File: src/rtl/mbox_pkg.sv
// Shared types and constants for the mailbox command sequencer.
// Assumes 12-bit register offsets within the mailbox window.
package mbox_pkg;

    localparam int OFS_W = 12;

    typedef enum logic [2:0] {
        ST_OK      = 3'd0,
        ST_BUSY    = 3'd1,
        ST_UNKNOWN = 3'd2,
        ST_IOERR   = 3'd3,
        ST_TIMEOUT = 3'd4
    } result_t;

    typedef enum logic [3:0] {
        S_IDLE,
        S_PRE_RD,
        S_PRE_GAP,
        S_CLR_WR,
        S_ARG_WR,
        S_MSG_WR,
        S_POST_RD,
        S_POST_GAP,
        S_HOLD,
        S_DATA_RD,
        S_FINISH
    } seq_state_t;

    // Primary bank offsets.
    localparam logic [OFS_W-1:0] P0_MSG  = 12'h538;
    localparam logic [OFS_W-1:0] P0_ARG  = 12'h9BC;
    localparam logic [OFS_W-1:0] P0_RESP = 12'h980;

    // Alternate bank offsets.
    localparam logic [OFS_W-1:0] P1_MSG  = 12'hA20;
    localparam logic [OFS_W-1:0] P1_ARG  = 12'hA88;
    localparam logic [OFS_W-1:0] P1_RESP = 12'hA80;

endpackage

File: src/rtl/mbox_port_map.sv
// Maps the captured port select onto the three mailbox register offsets.
// Purely combinational; assumes the select is stable for a whole command.
module mbox_port_map
    import mbox_pkg::*;
(
    input  logic             alt,
    output logic [OFS_W-1:0] msg_ofs,
    output logic [OFS_W-1:0] arg_ofs,
    output logic [OFS_W-1:0] resp_ofs
);

    // Pick the bank offsets for the selected port.
    always_comb begin
        if (alt) begin
            msg_ofs  = P1_MSG;
            arg_ofs  = P1_ARG;
            resp_ofs = P1_RESP;
        end else begin
            msg_ofs  = P0_MSG;
            arg_ofs  = P0_ARG;
            resp_ofs = P0_RESP;
        end
    end

endmodule

File: src/rtl/mbox_decode.sv
// Sorts a nonzero response word into a result class.
// Assumes it is only consulted when the response is nonzero.
module mbox_decode
    import mbox_pkg::*;
(
    input  logic [31:0] resp,
    output result_t     cls
);

    // Map known codes; everything else is an I/O failure.
    always_comb begin
        unique case (resp)
            32'h01:  cls = ST_OK;
            32'hFC:  cls = ST_BUSY;
            32'hFE:  cls = ST_UNKNOWN;
            default: cls = ST_IOERR;
        endcase
    end

endmodule

File: src/rtl/mbox_timer.sv
// Down-counter used for poll spacing and the read-back hold-off.
// Loading sets the count; expired is high once the count has reached zero.
module mbox_timer #(
    parameter int W = 8
) (
    input  logic         clk,
    input  logic         rst_n,
    input  logic         load,
    input  logic [W-1:0] load_val,
    output logic         expired
);

    logic [W-1:0] cnt;

    // Load on request, otherwise count down to zero and stay there.
    always_ff @(posedge clk) begin
        if (!rst_n)
            cnt <= '0;
        else if (load)
            cnt <= load_val;
        else if (cnt != '0)
            cnt <= cnt - 1'b1;
    end

    assign expired = (cnt == '0);

endmodule

File: src/rtl/mbox_cmd_seq.sv
// Mailbox command sequencer: one command exchange per start pulse.
// Flow: pre-poll of response, clear response, write argument, write message,
// post-poll of response, decode, and an optional delayed argument read-back.
// Assumes a valid/ready register bus where ready completes the access.
module mbox_cmd_seq
    import mbox_pkg::*;
#(
    parameter int CYC_PER_US  = 125,
    parameter int POLL_GAP_US = 50,
    parameter int POLL_LIMIT  = 20000,
    parameter int READBACK_US = 2000
) (
    input  logic        clk,
    input  logic        rst_n,
    input  logic        req_start,
    input  logic [7:0]  req_msg,
    input  logic [31:0] req_arg,
    input  logic        req_want_data,
    input  logic        req_alt_port,
    output logic        req_busy,
    output logic        req_done,
    output logic [2:0]  req_status,
    output logic [31:0] req_data,
    output logic        bus_valid,
    output logic        bus_write,
    output logic [11:0] bus_addr,
    output logic [31:0] bus_wdata,
    input  logic        bus_ready,
    input  logic [31:0] bus_rdata
);

    localparam int GAP_CYC = POLL_GAP_US * CYC_PER_US;
    localparam int RB_CYC  = READBACK_US * CYC_PER_US;
    localparam int MAX_CYC = (GAP_CYC > RB_CYC) ? GAP_CYC : RB_CYC;
    localparam int TW      = $clog2(MAX_CYC + 1);
    localparam int PW      = $clog2(POLL_LIMIT + 1);

    seq_state_t        state;
    logic [7:0]        msg_q;
    logic [31:0]       arg_q;
    logic              want_q;
    logic              alt_q;
    logic [PW-1:0]     poll_cnt;
    result_t           status_q;
    logic [31:0]       data_q;

    logic [OFS_W-1:0]  msg_ofs, arg_ofs, resp_ofs;
    result_t           resp_cls;
    logic              acc;
    logic              resp_zero;
    logic              last_poll;
    logic              tmr_load;
    logic [TW-1:0]     tmr_val;
    logic              tmr_expired;

    mbox_port_map u_map (
        .alt      (alt_q),
        .msg_ofs  (msg_ofs),
        .arg_ofs  (arg_ofs),
        .resp_ofs (resp_ofs)
    );

    mbox_decode u_dec (
        .resp (bus_rdata),
        .cls  (resp_cls)
    );

    mbox_timer #(.W(TW)) u_tmr (
        .clk      (clk),
        .rst_n    (rst_n),
        .load     (tmr_load),
        .load_val (tmr_val),
        .expired  (tmr_expired)
    );

    // Bus request outputs derived from the current state.
    always_comb begin
        bus_valid = 1'b0;
        bus_write = 1'b0;
        bus_addr  = resp_ofs;
        bus_wdata = '0;
        unique case (state)
            S_PRE_RD, S_POST_RD: bus_valid = 1'b1;
            S_CLR_WR: begin
                bus_valid = 1'b1;
                bus_write = 1'b1;
            end
            S_ARG_WR: begin
                bus_valid = 1'b1;
                bus_write = 1'b1;
                bus_addr  = arg_ofs;
                bus_wdata = arg_q;
            end
            S_MSG_WR: begin
                bus_valid = 1'b1;
                bus_write = 1'b1;
                bus_addr  = msg_ofs;
                bus_wdata = {24'd0, msg_q};
            end
            S_DATA_RD: begin
                bus_valid = 1'b1;
                bus_addr  = arg_ofs;
            end
            default: ;
        endcase
    end

    assign acc       = bus_valid && bus_ready;
    assign resp_zero = (bus_rdata == 32'd0);
    assign last_poll = (poll_cnt == PW'(POLL_LIMIT - 1));

    // Timer loads: poll spacing after a zero read, hold-off after success with data.
    always_comb begin
        tmr_load = 1'b0;
        tmr_val  = TW'(GAP_CYC);
        if ((state == S_PRE_RD || state == S_POST_RD) && acc && resp_zero && !last_poll)
            tmr_load = 1'b1;
        if (state == S_POST_RD && acc && !resp_zero && resp_cls == ST_OK && want_q) begin
            tmr_load = 1'b1;
            tmr_val  = TW'(RB_CYC);
        end
    end

    // Sequencer state, request capture, poll counting and result registers.
    always_ff @(posedge clk) begin
        if (!rst_n) begin
            state    <= S_IDLE;
            msg_q    <= '0;
            arg_q    <= '0;
            want_q   <= 1'b0;
            alt_q    <= 1'b0;
            poll_cnt <= '0;
            status_q <= ST_OK;
            data_q   <= '0;
        end else begin
            unique case (state)
                S_IDLE: if (req_start) begin
                    msg_q    <= req_msg;
                    arg_q    <= req_arg;
                    want_q   <= req_want_data;
                    alt_q    <= req_alt_port;
                    poll_cnt <= '0;
                    status_q <= ST_OK;
                    data_q   <= '0;
                    state    <= S_PRE_RD;
                end
                S_PRE_RD: if (acc) begin
                    if (!resp_zero) begin
                        poll_cnt <= '0;
                        state    <= S_CLR_WR;
                    end else if (last_poll) begin
                        status_q <= ST_TIMEOUT;
                        state    <= S_FINISH;
                    end else begin
                        poll_cnt <= poll_cnt + 1'b1;
                        state    <= S_PRE_GAP;
                    end
                end
                S_PRE_GAP: if (tmr_expired) state <= S_PRE_RD;
                S_CLR_WR:  if (acc) state <= S_ARG_WR;
                S_ARG_WR:  if (acc) state <= S_MSG_WR;
                S_MSG_WR:  if (acc) state <= S_POST_RD;
                S_POST_RD: if (acc) begin
                    if (!resp_zero) begin
                        status_q <= resp_cls;
                        state    <= (resp_cls == ST_OK && want_q) ? S_HOLD : S_FINISH;
                    end else if (last_poll) begin
                        status_q <= ST_TIMEOUT;
                        state    <= S_FINISH;
                    end else begin
                        poll_cnt <= poll_cnt + 1'b1;
                        state    <= S_POST_GAP;
                    end
                end
                S_POST_GAP: if (tmr_expired) state <= S_POST_RD;
                S_HOLD:     if (tmr_expired) state <= S_DATA_RD;
                S_DATA_RD: if (acc) begin
                    data_q <= bus_rdata;
                    state  <= S_FINISH;
                end
                S_FINISH: state <= S_IDLE;
                default:  state <= S_IDLE;
            endcase
        end
    end

    assign req_busy   = (state != S_IDLE);
    assign req_done   = (state == S_FINISH);
    assign req_status = status_q;
    assign req_data   = data_q;

    // Checker state: offset of the last accepted write, for the order property.
    logic [OFS_W-1:0] last_wr_ofs;
    always_ff @(posedge clk) begin
        if (!rst_n)
            last_wr_ofs <= '0;
        else if (bus_valid && bus_ready && bus_write)
            last_wr_ofs <= bus_addr;
    end

    assert_done_pulse_R10: assert property (@(posedge clk) disable iff (!rst_n)
        req_done |=> !req_done);

    assert_done_busy_R9: assert property (@(posedge clk) disable iff (!rst_n)
        req_done |-> req_busy);

    assert_data_zero_R10: assert property (@(posedge clk) disable iff (!rst_n)
        (req_done && req_status != 3'(ST_OK)) |-> (req_data == 32'd0));

    assert_bus_hold_R11: assert property (@(posedge clk) disable iff (!rst_n)
        (bus_valid && !bus_ready) |=>
            (bus_valid && $stable(bus_addr) && $stable(bus_write) && $stable(bus_wdata)));

    assert_msg_after_arg_R3: assert property (@(posedge clk) disable iff (!rst_n)
        (bus_valid && bus_ready && bus_write && bus_addr == msg_ofs) |-> (last_wr_ofs == arg_ofs));

    assert_arg_after_clear_R3: assert property (@(posedge clk) disable iff (!rst_n)
        (bus_valid && bus_ready && bus_write && bus_addr == arg_ofs) |-> (last_wr_ofs == resp_ofs));

endmodule

File: config.mk
export PLATFORM = sky130hd
export DESIGN_NAME = mbox_cmd_seq
export DESIGN_NICKNAME = d
export VERILOG_FILES = /design/src/rtl/mbox_pkg.sv /design/src/rtl/mbox_port_map.sv /design/src/rtl/mbox_decode.sv /design/src/rtl/mbox_timer.sv /design/src/rtl/mbox_cmd_seq.sv
export SDC_FILE = /design/constraint.sdc
export NUM_CORES = 1
export LEC_CHECK = 0
export ABC_AREA = 1
export BUFFER_PORTS_ARGS = -buffer_cell sky130_fd_sc_hd__buf_2
export CORE_MARGIN = 8
export CORE_UTILIZATION = 49
export DETAILED_ROUTE_END_ITERATION = 6
export GPL_ROUTABILITY_DRIVEN = 0
export PLACE_DENSITY_LB_ADDON = 0.25
export SETUP_SLACK_MARGIN = 0.2
export SLEW_MARGIN = 20
export SYNTH_ARGS = -nofsm -noshare
export SYNTH_HDL_FRONTEND = slang
export SYNTH_HIERARCHICAL = 1
export SYNTH_SLANG_ARGS = --single-unit
File: constraint.sdc
create_clock -name clk -period 2.34 [get_ports clk]
set_input_delay 0.468 -clock clk [delete_from_list [all_inputs] [get_ports clk]]
set_output_delay 0.468 -clock clk [all_outputs]
set_load 0.01 [all_outputs]
==> results_dict.tcl, run 1 <==
set metrics [dict create \
    p_clk_share_pct 31.6 \
    slew_headroom_pct 55.2 \
    via_per_inst 5.01 \
    worstMarginPinSlew_ns 0.672 \
    grt_pass1_wl_um 30500 \
    critPathKind "reg2out" \
    finalNetCount 1308 \
    p_int_mw 5.55 \
    cts_buffers 17 \
    antenna_found_initial 4 \
    p_leak_nw 4.26 \
    min_path_type "in2reg" \
    p_total_mw 8.91 \
    grtUsageMet1_pct 23.4 \
    drc 0 \
    clk_latency_ns 0.41 \
    die_h_um 132 \
    vias 7113 \
    slowest_stage "dfxtp_4" \
    ys_async_sr_fraction_pct 0 \
    die_area_mm2 0.0174 \
    use_met3_pct 6.40 \
    drtPass1Iterations 5 \
    grt_pass1_vias 6559 \
    drv_cap 0 \
    path_cells "inv_2 -> nand2_2 -> nor2_4 -> nor2_4 -> inv_2 -> buf_6 -> a22oi_2 -> nand2_1 -> buf_2" \
    p_comb_share_pct 39.1 \
    cts.sinks 114 \
    first_iter_violations 497 \
    die_width_um 132 \
    cts_root_buffer "clkbuf_16" \
    switching_share_pct 37.8 \
    final_core_util_pct 68.4 \
    core-area_mm2 0.0132 \
    setup_viol_count_final 0 \
    top_usage_layer "met2" \
    drv_slew 0 \
    powerDensity_mw_per_mm2 987 \
    synth_area_per_cell_um2 6.44 \
    rsz0062_at_grt "yes" \
    initial_utilization_pct 49.9 \
    cp-start-kind "flop" \
    post_drt_wl_per_cell_um 13.8 \
    power_frac_seq_pct 29.3 \
    cts_buffer_depth 2 \
    synth_edf_count 0 \
    drive_above_1_share_pct 31.8 \
    ios 161 \
    syn_to_final_growth_pct 37.1 \
    clkTransAtPathRegs_ns 0.05 \
    hold_viol_final 0 \
    netlist-cell-type-count 42 \
    p_sw_mw 3.36 \
    synthesis.area_mm2 0.00659 \
    use_met2_pct 36.3 \
    wl_um 19600 \
    cp_data_required_time_ns 1.87 \
    cts_hold_repair.buffers 0 \
    rows 42 \
    end_kind "output pin" \
    io_buffers 157 \
    fin_skew_ns 0.00733 \
    cts_tree "built" \
    crit_arrival_ns 1.66 \
    peakVddDrop_mv 0.866 \
    crit_fanout 5 \
    grt_overflow 0 \
    track_usage_pct 20.9 \
    yosysSeqAreaShare_pct 34.7 \
    rrSetupSlack_ns 0.32 \
    timing.final.crit_period_ns 2.13 \
    antenna_left 0 \
    synth-main-ff-cell "dfxtp_1" \
    syn_inst 1023 \
    final_cell_mix "210 x nand2_1, 137 x buf_2, 123 x nor2_1, 109 x dfxtp_1, 101 x a21oi_1" \
    grt_max_degree 81 \
    period_share_pct 90.9 \
    final_common_cell "nand2_1" \
    ys_seq_elements 114 \
    fmax_ghz 0.470 \
    dp_hpwl_um 13300 \
    ctsHtreeMaxLevel 4 \
    status "finished, final reports clean" \
    yosysWarnings 6 \
    critPathMaxStageDelay_ns 0.38 \
]
-- cell usage after synthesis, types with 2 or more instances --
cell type  instances  share of area (%)
a21oi_1          101                7.7
a22oi_1            9                1.0
buf_2              9               0.68
buf_4             36                4.1
buf_6              4               0.68
clkbuf_1          28                1.6
conb_1             5               0.29
dfxtp_1          114                 35
ha_1               2               0.38
inv_1            100                5.7
inv_2             13               0.74
nand2_1          224                 13
nand2_2            8               0.76
nand2_4            3               0.51
nand3_1           63                4.8
nand4_1           11                1.0
nor2_1           152                8.7
nor2_2            11                1.0
nor2_4             3               0.51
nor2_8             3               0.91
nor3_1             6               0.46
o2111ai_1          7               0.93
o21ai_0           72                5.5
o21ai_1            5               0.38
o22ai_1            8               0.76
o31ai_1            2               0.23
or2_2              2               0.19
xnor2_1            2               0.27
xor2_1             7               0.93
-- metal layers --
| layer | part of all wire, % | routed length [µm] | vias up |
|---|---|---|---|
| met1 | 41 | 8100 | 3242 |
| met2 | 51 | 9890 | 196 |
| li1 | - | - | 3636 |
| met5 | 0 | 0 | - |
| met3 | 5.6 | 1110 | 39 |
| met4 | 2.4 | 479 | 0 |
-- state kept, by name (all words and copies together), names as in the netlist --
name        count
arg_q          32
want_q          1
alt_q           1
state           4
msg_q           8
poll_cnt       15
req_data       32
req_status      3
u_tmr/cnt      18
-- final timing paths --
| check | startpoint | end | depth (start not counted) |
|---|---|---|---|
| hold / removal | bus_rdata[10] | req_data[10]$_SDFFE_PN0P_ | 3 |
| setup / recovery | state[2]$_SDFFE_PN0P_ | bus_addr[9] | 9 |
| hold reg to reg | arg_q[23]$_SDFFE_PN0P_ | arg_q[23]$_SDFFE_PN0P_ | 2 |
| setup reg to reg | poll_cnt[0]$_SDFFE_PN0P_ | u_tmr/cnt[10]$_SDFFE_PN0P_ | 14 |
-- worst max-delay path: cells and delay by family (launching register included) --
| family | cells | cell delay (ns) |
|---|---|---|
| flip-flops | 1 | 0.38 |
| buffers and inverters | 4 | 0.41 |
| AND/OR/NAND/NOR | 4 | 0.35 |
| AO/OA/AOI/OAI | 1 | 0.11 |
-- power by group through the flow --
stage          combinational (mW)  clock (mW)  sequential [mW]
2_1_floorplan                2.40           0             2.63
3_3_place_gp                 3.08           0             2.62
3_5_place_dp                 3.12           0             2.62
4_1_cts                      3.28        2.85             2.59
5_1_grt                      3.89        2.95             2.65
6_report                     3.49        2.82             2.61
-- kinds of logic after synthesis --
family	Yosys count	share of synthesized area, %
buffers and inverters	194	13.8
AOI/OAI and AO/OA	208	17.3
xor gates and xnor gates	9	1.20
other	5	0.285
and+or+nand+nor	491	32.4
DFF	114	34.7
adders and majority gates	2	0.380
-- repair_timing --
action | 4_1_cts | 5_1_grt
pin swaps | 6 | 48
setup endpoints to repair | 61 | 63
gates resized for setup | 32 | 106
gates cloned | 1 | 2
buffers inserted | 9 | 14
-- through the flow --
step / worst slack (ns) / TNS [ns] / hold slack [ns] / area [µm²] / std cells
6_report: 0.214 / 0 / 0.306 / 9030 / 1421
5_1_grt: 0.125 / 0 / 0.327 / 9030 / 1421
4_1_cts: 0.161 / 0 / 0.311 / 8500 / 1401
3_5_place_dp: -0.185 / -2.97 / 0.442 / 7690 / 1359
3_3_place_gp: -0.136 / -2.13 / 0.438 / 7690 / 1359
2_1_floorplan: 0.174 / 0 / 0.430 / 6750 / 1049
-- area by class of cell --
type                            instances  area [µm²]
Antenna cell                            4        10.0
Clock buffer                           19         433
Clock inverter                         13         209
Fill cell                            1121        4160
Inverter                              115         450
Multi-Input combinational cell        741        3840
Sequential cell                       114        2300
Tap cell                              176         220
Timing Repair Buffer                  238        1560
Timing Repair inverter                  1        5.00
Power figures use the tool's default switching activity.
==> run 2, diff against run 1 <==
--- a/config.mk
+++ b/config.mk
@@ -11,6 +11,7 @@
 export CORE_UTILIZATION = 49
 export DETAILED_ROUTE_END_ITERATION = 6
 export GPL_ROUTABILITY_DRIVEN = 0
+export MAX_ROUTING_LAYER = met4
 export PLACE_DENSITY_LB_ADDON = 0.25
 export SETUP_SLACK_MARGIN = 0.2
 export SLEW_MARGIN = 20
@@ -18,3 +19,4 @@
 export SYNTH_HDL_FRONTEND = slang
 export SYNTH_HIERARCHICAL = 1
 export SYNTH_SLANG_ARGS = --single-unit
+export TNS_END_PERCENT = 100
==> run 2 against run 1 <==
  * Non-clock buffer count grew 3
  * Wire length grew 1.1%
  * Clock power is essentially flat
  * Critical path depth is the same
  * Cell count grew 0.14%
  * Sequential share of layout area shrank 0.095 points
  * Combinational power grew 1%
  * Via count grew 0.90%
  * Global-route usage grew 0.60 points
  * Largest cell class unchanged
  * Sequential cell count is the same
  * Worst hold slack is essentially flat
  * Worst setup slack lost 0.0071 ns
==> results_dict.tcl, run 2 (same netlist as run 1, synthesis figures left out) <==
set metrics [dict create \
    finalNetCount 1311 \
    rr_startpoint "poll_cnt[0]$_SDFFE_PN0P_" \
    tns_ns 0 \
    p_comb_share_pct 39.5 \
    critPathMaxStageDelay_ns 0.39 \
    wl_um 19800 \
    grt_overflow 0 \
    dp_hpwl_um 13300 \
    slew_headroom_pct 56.3 \
    crit_arrival_ns 1.67 \
    die_h_um 132 \
    min_path_type "in2reg" \
    cts.sinks 114 \
    antenna_found_initial 3 \
    worstMarginPinSlew_ns 0.655 \
    post_drt_wl_per_cell_um 13.9 \
    p_leak_nw 4.28 \
    hold_slack_ns 0.306 \
    switching_share_pct 37.8 \
    initial_utilization_pct 49.9 \
    hold_viol_final 0 \
    rsz0062_at_grt "yes" \
    vias 7177 \
    die_area_mm2 0.0174 \
    drtPass1Iterations 7 \
    cp-start-kind "flop" \
    p_sw_mw 3.39 \
    first_iter_violations 508 \
    via_per_inst 5.04 \
    path_cells "inv_4 -> nand2_4 -> nor2_4 -> nor2_4 -> inv_2 -> buf_6 -> a22oi_2 -> nand2_1 -> buf_2" \
    worstHoldStart "bus_rdata[10]" \
    grt_max_degree 81 \
    antenna_left 0 \
    ios 161 \
    ctsHtreeMaxLevel 4 \
    die_width_um 132 \
    slowest_stage "dfxtp_4" \
    fillers 1102 \
    crit_fanout 5 \
    dp_cells 1359 \
    drc 0 \
    final_cells 1423 \
    worst-path-buf-inv 4 \
    drv_cap 0 \
    p_int_mw 5.58 \
    cts_root_buffer "clkbuf_16" \
    clk_latency_ns 0.41 \
    p_clk_share_pct 31.4 \
    syn_to_final_growth_pct 37.6 \
    final_cell_mix "209 x nand2_1, 136 x buf_2, 123 x nor2_1, 109 x dfxtp_1, 101 x a21oi_1" \
    power_frac_seq_pct 29.1 \
    rows 42 \
    cp_top_family "buffers and inverters" \
    drv_slew 0 \
    final_core_util_pct 68.7 \
    clkTransAtPathRegs_ns 0.05 \
    setup_viol_count_final 0 \
    cpMostUsedCell "nor2_4" \
    cts_tree "built" \
    track_usage_pct 21.5 \
    grt_pass1_vias 6568 \
    cts_buffer_depth 2 \
    grt_pass1_wl_um 30600 \
    status "finished, final reports clean" \
    core-area_mm2 0.0132 \
    timing.final.crit_period_ns 2.13 \
    drive_above_1_share_pct 32.0 \
    fin_skew_ns 0.00996 \
    io_buffers 157 \
    final_common_cell "nand2_1" \
    powerDensity_mw_per_mm2 990 \
    period_share_pct 91.2 \
    end_kind "output pin" \
    setup.worst_path.start "state[1]$_SDFFE_PN0P_" \
    cts_buffers 17 \
    peakVddDrop_mv 0.867 \
    fmax_ghz 0.469 \
    critPathKind "reg2out" \
    cp_data_required_time_ns 1.87 \
]
run 2: cell types whose count changed in the layout (fill, tap and decap cells not counted), sizes merged:
cell,change
clkbuf,+1
buf,+2
diode,-1
run 2: power by group through the flow:
stage | registers, mW | clock network [mW] | logic, mW
6_report | 2.61 | 2.82 | 3.54
5_1_grt | 2.65 | 2.95 | 3.94
4_1_cts | 2.59 | 2.85 | 3.28
3_5_place_dp | 2.62 | 0 | 3.12
3_3_place_gp | 2.62 | 0 | 3.08
2_1_floorplan | 2.63 | 0 | 2.40
run 2: worst paths after layout:
check / slack (ns) / cells past startpoint / end
max: 0.21 / 9 / bus_addr[9]
min: 0.31 / 3 / req_data[10]$_SDFFE_PN0P_
max reg2reg: 0.28 / 14 / u_tmr/cnt[10]$_SDFFE_PN0P_
min reg2reg: 0.45 / 2 / msg_q[1]$_SDFFE_PN0P_
run 2: repair_timing:
item / 4_1_cts / 5_1_grt
setup endpoints to repair: 61 / 61
gates resized for setup: 32 / 107
setup buffers: 9 / 16
gates cloned: 1 / 3
hold buffers: 0 / 0
pin swaps: 6 / 55
run 2: cell type report:
class	instances	area [µm²]	area share, %
flip-flops and latches	114	2300	25.4
clock inverters	13	209	2.31
repair inverters	1	5.00	0.0552
diodes	3	7.51	0.0829
inverters	115	450	4.97
repair buffers	241	1600	17.7
clock buffers	19	433	4.78
well taps	176	220	2.43
multi-input cells	741	3830	42.3
run 2: per-layer routing:
layer  GRT usage [%]  up-vias  wire [µm]
li1                -     3644          -
met3            5.22       36       1000
met1            23.9     3292       8200
met4            8.49        0        473
met5               -        -          0
met2            36.3      205      10100
run 2: tightest hold or removal path: cells and delay by family:
family	cells	cell delay, ns
and+or+nand+nor	1	0.07
buffers and inverters	1	0.08
AOI/OAI and AO/OA	1	0.06
run 2: metrics by stage:
stage | power, mW | area [µm²] | worst slack, ns
4_1_cts | 8.72 | 8500 | 0.161
5_1_grt | 9.54 | 9060 | 0.0739
2_1_floorplan | 5.02 | 6750 | 0.174
3_3_place_gp | 5.69 | 7690 | -0.136
3_5_place_dp | 5.74 | 7690 | -0.185
6_report | 8.97 | 9060 | 0.207
==> run 3, diff against run 2 <==
--- a/config.mk
+++ b/config.mk
@@ -13,6 +13,7 @@
 export GPL_ROUTABILITY_DRIVEN = 0
 export MAX_ROUTING_LAYER = met4
 export PLACE_DENSITY_LB_ADDON = 0.25
+export RECOVER_POWER = 50
 export SETUP_SLACK_MARGIN = 0.2
 export SLEW_MARGIN = 20
 export SYNTH_ARGS = -nofsm -noshare
==> run 3 against run 2 <==
  * Cell area down 0.86%
  * Cell count unchanged
  * Clock skew up 0.0014 ns
  * Sequential power about the same
==> results_dict.tcl, run 3 (same netlist as run 1, synthesis figures left out) <==
set metrics [dict create \
    rr_worst_depth 8 \
    end_kind "output pin" \
    first_iter_violations 475 \
    hold_slack_ns 0.307 \
    place_ws_ns -0.185 \
    switching_share_pct 37.9 \
    p_total_mw 8.91 \
    multi_input_area_mm2 0.00381 \
    fillers 1136 \
    die_h_um 132 \
    crit_arrival_ns 1.67 \
    regToRegEndpoint "req_data[13]$_SDFFE_PN0P_" \
    grt_overflow 0 \
    final_area_mm2 0.00898 \
    drv_cap 0 \
    final_cells 1423 \
    worstMarginPinSlew_ns 0.659 \
    setup.worst_path.start "state[1]$_SDFFE_PN0P_" \
    p_leak_nw 4.12 \
    p_int_mw 5.54 \
    critPathKind "reg2out" \
    rr_startpoint "state[3]$_SDFFE_PN0P_" \
    fmax_ghz 0.468 \
    wl_um 19700 \
    final_core_util_pct 68.1 \
    grt_pass1_wl_um 30600 \
    peakVddDrop_mv 0.867 \
    slew_headroom_pct 56.1 \
    core-area_mm2 0.0132 \
    p_clk_share_pct 31.6 \
    cp_data_required_time_ns 1.87 \
    setup_viol_count_final 0 \
    crit_end "bus_addr[9]" \
    clkTransAtPathRegs_ns 0.05 \
    post_drt_wl_per_cell_um 13.9 \
    antenna_left 0 \
    cts_buffers 17 \
    powerDensity_mw_per_mm2 992 \
    status "finished, final reports clean" \
    grt_pass1_vias 6568 \
    drtPass1Iterations 5 \
    setup_ws_ns 0.205 \
    grt_max_degree 81 \
    rsz0062_at_grt "yes" \
    clk_latency_ns 0.41 \
    crit_fanout 5 \
    cts_buffer_depth 2 \
    syn_to_final_growth_pct 36.4 \
    dp_hpwl_um 13300 \
    hold_viol_final 0 \
    final_common_cell "nand2_1" \
    rows 42 \
    final_cell_mix "211 x nand2_1, 124 x nor2_1, 109 x dfxtp_1, 101 x a21oi_1, 100 x buf_2" \
    die_width_um 132 \
    cp-start-kind "flop" \
    vias 7138 \
    dp_cells 1359 \
    seqCellArea_mm2 0.00230 \
    io_buffers 157 \
    ios 161 \
    track_usage_pct 21.5 \
    power_frac_seq_pct 29.3 \
    drc 0 \
    drive_above_1_share_pct 28.6 \
    die_area_mm2 0.0174 \
    min_path_type "in2reg" \
    drv_slew 0 \
    place_area_mm2 0.00769 \
    rrSetupSlack_ns 0.27 \
    initial_utilization_pct 49.9 \
    cts_tree "built" \
    cts.sinks 114 \
    p_sw_mw 3.38 \
    antenna_found_initial 3 \
    p_comb_share_pct 39.1 \
    cts_root_buffer "clkbuf_16" \
    timing.final.crit_period_ns 2.13 \
    via_per_inst 5.02 \
    finalNetCount 1311 \
    ctsHtreeMaxLevel 4 \
    period_share_pct 91.2 \
    fin_skew_ns 0.0113 \
    tns_ns 0 \
]
run 3: changes by cell type in the layout (fill, tap and decap cells not counted), sizes merged:
cell	change
buf	-40
clkbuf	+40
run 3: how the worst min path moves through the flow:
stage                            from                   endpoint  slack (ns)  cells past startpoint
2_1_floorplan   msg_q[5]$_SDFFE_PN0P_      msg_q[5]$_SDFFE_PN0P_        0.43                      2
3_3_place_gp    msg_q[1]$_SDFFE_PN0P_      msg_q[1]$_SDFFE_PN0P_        0.44                      2
3_5_place_dp   arg_q[23]$_SDFFE_PN0P_     arg_q[23]$_SDFFE_PN0P_        0.44                      2
4_1_cts                  req_alt_port         alt_q$_SDFFE_PN0P_        0.31                      3
5_1_grt                  req_alt_port         alt_q$_SDFFE_PN0P_        0.33                      3
6_report                bus_rdata[10]  req_data[10]$_SDFFE_PN0P_        0.31                      3
run 3: layer usage:
metal	share of wire, %	GRT usage, %	up-vias
met5	0	-	-
met1	41	23.9	3256
met2	51	36.3	201
met4	2.3	8.49	0
met3	5.7	5.22	36
li1	-	-	3645
run 3: final cells by class:
class | instances | share of cell area [%]
multi-input cells | 741 | 42.5
flip-flops and latches | 114 | 25.6
repair buffers | 241 | 17.2
inverters | 115 | 5.01
clock buffers | 19 | 4.82
well taps | 176 | 2.45
clock inverters | 13 | 2.33
diodes | 3 | 0.0836
repair inverters | 1 | 0.0557
run 3: critical path, stage by stage (launching register included):
cell	delay, ns
dfxtp_4	0.39
inv_4	0.05
nand2_4	0.09
nor2_4	0.05
nor2_4	0.14
inv_2	0.08
buf_6	0.14
a22oi_2	0.11
nand2_1	0.07
buf_2	0.14
run 3: what timing repair did:
action / CTS / global route
resized for setup: 32 / 107
setup endpoints to repair: 61 / 61
gates cloned: 1 / 3
hold buffers: 0 / 0
buffers inserted: 9 / 16
endpoints found under the hold margin: 0 / 0
pin swaps: 6 / 55
run 3: power by group through the flow:
stage          Combinational [mW]  Clock (mW)  Sequential [mW]
6_report                     3.48        2.82             2.61
5_1_grt                      3.89        2.95             2.65
4_1_cts                      3.28        2.85             2.59
3_5_place_dp                 3.12           0             2.62
3_3_place_gp                 3.08           0             2.62
2_1_floorplan                2.40           0             2.63
